--- src/rtl/mt_kernel_pipe.sv ---
module mt_kernel_pipe #(
  parameter int TID_W = 8,
  parameter int DW    = 16,
  parameter int AW    = 12,
  parameter int SLOTS = 8,
  localparam int SW   = (SLOTS > 1) ? $clog2(SLOTS) : 1
) (
  input  logic             clk,
  input  logic             rst,
  input  logic             in_valid,
  output logic             in_ready,
  input  logic             in_direct,
  input  logic [TID_W-1:0] in_tid,
  input  logic [DW-1:0]    in_a,
  input  logic [DW-1:0]    in_b,
  output logic             mem_req_valid,
  output logic [SW-1:0]    mem_req_tag,
  output logic [AW-1:0]    mem_req_addr,
  input  logic             mem_rsp_valid,
  input  logic [SW-1:0]    mem_rsp_tag,
  input  logic [DW-1:0]    mem_rsp_data,
  output logic             out_valid,
  output logic [TID_W-1:0] out_tid,
  output logic [DW-1:0]    out_res
);

  logic [SLOTS-1:0] busy, set_v, clr_v;
  logic [SW-1:0]    pick;
  logic             any_free;
  logic [TID_W-1:0] ctx_tid  [SLOTS];
  logic [DW-1:0]    ctx_live [SLOTS];

  logic             p_v;
  logic [TID_W-1:0] p_tid;
  logic [DW-1:0]    p_live, p_data;

  always_comb begin
    any_free = 1'b0;
    pick     = '0;
    for (int i = SLOTS - 1; i >= 0; i--)
      if (!busy[i]) begin
        any_free = 1'b1;
        pick     = SW'(i);
      end
  end

  assign in_ready = in_direct ? !mem_rsp_valid : any_free;

  wire take     = in_valid && in_ready;
  wire take_rd  = take && !in_direct;
  wire take_dir = take && in_direct;

  always_comb begin
    set_v = '0;
    clr_v = '0;
    if (take_rd)       set_v[pick]        = 1'b1;
    if (mem_rsp_valid) clr_v[mem_rsp_tag] = 1'b1;
  end

  always_ff @(posedge clk)
    if (rst) busy <= '0;
    else     busy <= (busy | set_v) & ~clr_v;

  always_ff @(posedge clk)
    if (take_rd) begin
      ctx_tid[pick]  <= in_tid;
      ctx_live[pick] <= in_a - in_b;
    end

  always_ff @(posedge clk) begin
    if (rst) mem_req_valid <= 1'b0;
    else     mem_req_valid <= take_rd;
    mem_req_tag  <= pick;
    mem_req_addr <= in_a[AW-1:0] + in_b[AW-1:0];
  end

  always_ff @(posedge clk) begin
    if (rst) p_v <= 1'b0;
    else     p_v <= mem_rsp_valid || take_dir;
    if (mem_rsp_valid) begin
      p_tid  <= ctx_tid[mem_rsp_tag];
      p_live <= ctx_live[mem_rsp_tag];
      p_data <= mem_rsp_data;
    end else begin
      p_tid  <= in_tid;
      p_live <= in_a - in_b;
      p_data <= '0;
    end
  end

  always_ff @(posedge clk) begin
    if (rst) out_valid <= 1'b0;
    else     out_valid <= p_v;
    out_tid <= p_tid;
    out_res <= p_live + p_data;
  end

endmodule


--- config.mk ---
export PLATFORM = sky130hd
export DESIGN_NAME = mt_kernel_pipe
export DESIGN_NICKNAME = d
export VERILOG_FILES = /design/src/rtl/mt_kernel_pipe.sv
export SDC_FILE = /design/constraint.sdc
export NUM_CORES = 1
export LEC_CHECK = 0
export ABC_AREA = 1
export CAP_MARGIN = 20
export CORE_MARGIN = 2
export CORE_UTILIZATION = 52
export DETAILED_ROUTE_END_ITERATION = 10
export PLACE_DENSITY = 0.76
export SYNTH_ARGS = -nofsm -noshare
export SYNTH_HDL_FRONTEND = slang
export SYNTH_SLANG_ARGS = --single-unit
--- constraint.sdc ---
create_clock -name clk -period 3.41 [get_ports clk]
set_input_delay 0.8525 -clock clk [delete_from_list [all_inputs] [get_ports clk]]
set_output_delay 0.8525 -clock clk [all_outputs]
set_load 0.02 [all_outputs]
==> flow_summary.toml, run 1 <==
[outcome]
status = "finished clean"

[floorplan]
placeableCoreArea_um2 = 22600
chipHeight_um = 156
initial_standard_cell_utilization_of_the_core_pct = 52.9
row_count = 55
io-pin-count = 106
die_x_um = 156
design.die.area_um2 = 24200

[clock_tree]
hold_buffers = 0
ctsRootBufferMaster = "clkbuf_16"
cts_max_path_buffers = 3
number_of_levels_in_the_clock_h_tree = 1
post_cts_resize_count = 0
postCtsSetupRepairBufs = 0
cts_tree = "done"
insertion_delay_ps = 530
clock_buffers_created_by_tritoncts = 28
clkSinkCount = 282
cts.clk_slew.worst_paths_ps = 60

[detailed_routing]
postRouteWirelength_um = 25900
wl_per_cell_um = 16.4
number_of_remaining_drc_errors = 0
viasPerCell = 5.28
initialDrtViolationCount = 630
first_pass_iteration_count_of_the_detailed_router = 6
ant_nets = 0
routed-via-count = 8344

[cells_and_area]
layout-drive-gt1-share_pct = 7.34
post-route-util_pct = 63.6
layout_commonest_cell = "nand2_1"
final_nets = 1382
layout-area-overhead-vs-synth_pct = 20.1
fillCellCount = 1706
finalInstanceArea_um2 = 14300
antenna_cells = 0
layout_common_cells = "nand2_1 (315), edfxtp_1 (192), inv_1 (122)"

[grt]
pin_count_of_the_biggest_net_entering_global_routing = 44
grt_antenna_before_repair = 0
gr-total-overflow = 0
grt_usage_pct = 21.5
via_count_of_the_first_global_routing_pass = 8016
grt_first_pass_wirelength_um = 40800

[yosys]
synth.yosys.seq_area_share_pct = 63.3
main_combinational_cell_family_by_area_after_synthesis = "simple AND/OR/NAND/NOR gates"
synth_top_cell_area_share_pct = 48.3
total_standard_cell_area_after_synthesis_um2 = 11900
avgSynthCellArea_um2 = 10.5
synthTopCellsByArea = "edfxtp_1 (48%), dfxtp_1 (15%), nand2_1 (9.9%)"
synth_xor_xnor_area_share_pct = 2.13
postSynthCellCount = 1139
proportion_of_synthesized_area_in_mux_cells_pct = 0
synth-adder-area-share_pct = 4.80
ys.warnings.count = 0
syn-num-nets = 1247
number_of_unique_standard_cell_types_used_by_synthesis = 44
yosys.area_share.simple_pct = 17.3
synth-compound-area-share_pct = 6.67
yosysTopAreaCell = "edfxtp_1"
synth.ff_latch_count = 282

[timing]
setup_total_negative_slack_ps = 0
fmax_mhz = 319
timing_worst_slew_pin_value_ps = 627
timing_hold_violations_final = 0
timing.final.max_slew_violations = 0
timing.final.crit_period_ps = 3140
finalClockSkew_ps = 8.55
rsz0062_at_grt = "no"
timing.final.crit_share_pct = 92.0
fin_worst_hold_slack_ps = 329
timing.final.setup_violations = 0
slew_headroom_pct = 58.2

[critical_path]
cp_max_fo = 4
worstPathArrival_ps = 2280
cpPeakStageDelay_ps = 590
worstSetupEndpointType = "output port"
critical_path.startpoint_type = "input pin"
cell_with_the_biggest_individual_delay_on_the_critical_path = "clkdlybuf4s50_1"
timing.setup.critical_path_class = "input pin to output port"
library_cell_appearing_most_often_on_the_critical_path = "clkdlybuf4s50_1"
cp_cell_sequence = "clkdlybuf4s50_1, nor2_1, nand3_1, nand2_1, inv_1, clkdlybuf4s50_1"
timing.critical_path.required_ps = 2560

[power_and_ir_drop]
leakagePower_nw = 5.91
power_density_over_the_cells_nw_per_um2 = 578
irDropWorstVdd_v = 0.000369

[placement]
dp_hpwl_um = 16700
gp_routability_congestion = 0.869
io_buffer_count = 105
placed_cell_area_um2 = 13400

[flow_run]
maxCapViolCount = 0

[min_path]
hold_class = "register to register"
[registers in the layout, indices dropped and copies added (netlist names)]
register       flops
ctx_live         128
p_data            16
p_v                1
out_tid            8
mem_req_addr      12
mem_req_valid      1
out_res           16
mem_req_tag        3
busy               8
p_live            16
out_valid          1
p_tid              8
ctx_tid           64
[report_power, final]
| part | switching [mW] | total [mW] | internal, mW |
|---|---|---|---|
| combinational | 0.738 | 1.23 | 0.495 |
| sequential | 0.0539 | 3.95 | 3.90 |
| clock | 1.24 | 3.11 | 1.87 |
| total | 2.04 | 8.29 | 6.26 |
[worst paths after layout]
check                  from            end  slack [ps]  depth (start not counted)
hold / removal     p_tid[2]     out_tid[2]         330                          0
setup reg to reg    busy[0]  ctx_tid[5][5]        1370                          9
hold reg to reg    p_tid[2]     out_tid[2]         330                          0
setup / recovery  in_direct       in_ready         270                          6
[per-layer routing]
metal  vias up  part of all wire (%)  GRT usage (%)  routed length (µm)
met3        49                   7.4           3.47                1910
met4         0                   2.8           7.95                 723
met2       293                    47           35.3               12100
li1       4102                     -              -                   -
met5         -                     0              0                   0
met1      3900                    43           29.2               11200
[area by class of cell]
type | count | area (µm²) | share of cell area, %
well taps | 285 | 357 | 2.49
inverters | 131 | 498 | 3.47
clock buffers | 39 | 803 | 5.60
flip-flops and latches | 282 | 7570 | 52.7
clock inverters | 12 | 141 | 0.985
repair buffers | 135 | 1280 | 8.89
multi-input cells | 696 | 3710 | 25.8
[cells in the mapped netlist (all sizes together)]
cell type and count:
a31oi 5, a21boi 1, nand3b 2, clkbuf 5
ha 41, xor2 24, clkinv 2, a21o 1
o211ai 1, o2111ai 2, and2 8, edfxtp 192
a21oi 42, dfxtp 90, nand4 25, a211oi 12
nor2 62, a22oi 7, nor3 8, inv 129
xnor2 5, o22a 1, o22ai 11, buf 25
nand3 65, nand2 320, o21bai 7, a22o 4
o21ai 39, fa 3
[worst max-delay path: cells and delay by family]
kind,cells,cell delay (ps)
simple gates,3,250
buf+inv,3,1180
[logic make-up after synthesis]
| logic type | Yosys count |
|---|---|
| compound gates | 133 |
| buf+inv | 161 |
| fa+ha+maj | 44 |
| xor+xnor | 29 |
| flops | 282 |
| simple gates | 490 |
[stage by stage]
step	total power [mW]	worst slack, ps	cells
2_1_floorplan	4.72	641	1139
3_3_place_gp	5.23	287	1529
3_5_place_dp	5.25	228	1529
4_1_cts	8.34	257	1580
5_1_grt	8.62	185	1580
6_report	8.29	274	1580
Power figures use the tool's default switching activity.
==> inputs of run 2 (changes only) <==
Settings changed: CAP_MARGIN 20 to default.
==> results of run 2 <==
Final layout, timing and power as in run 1 (identical DEF).
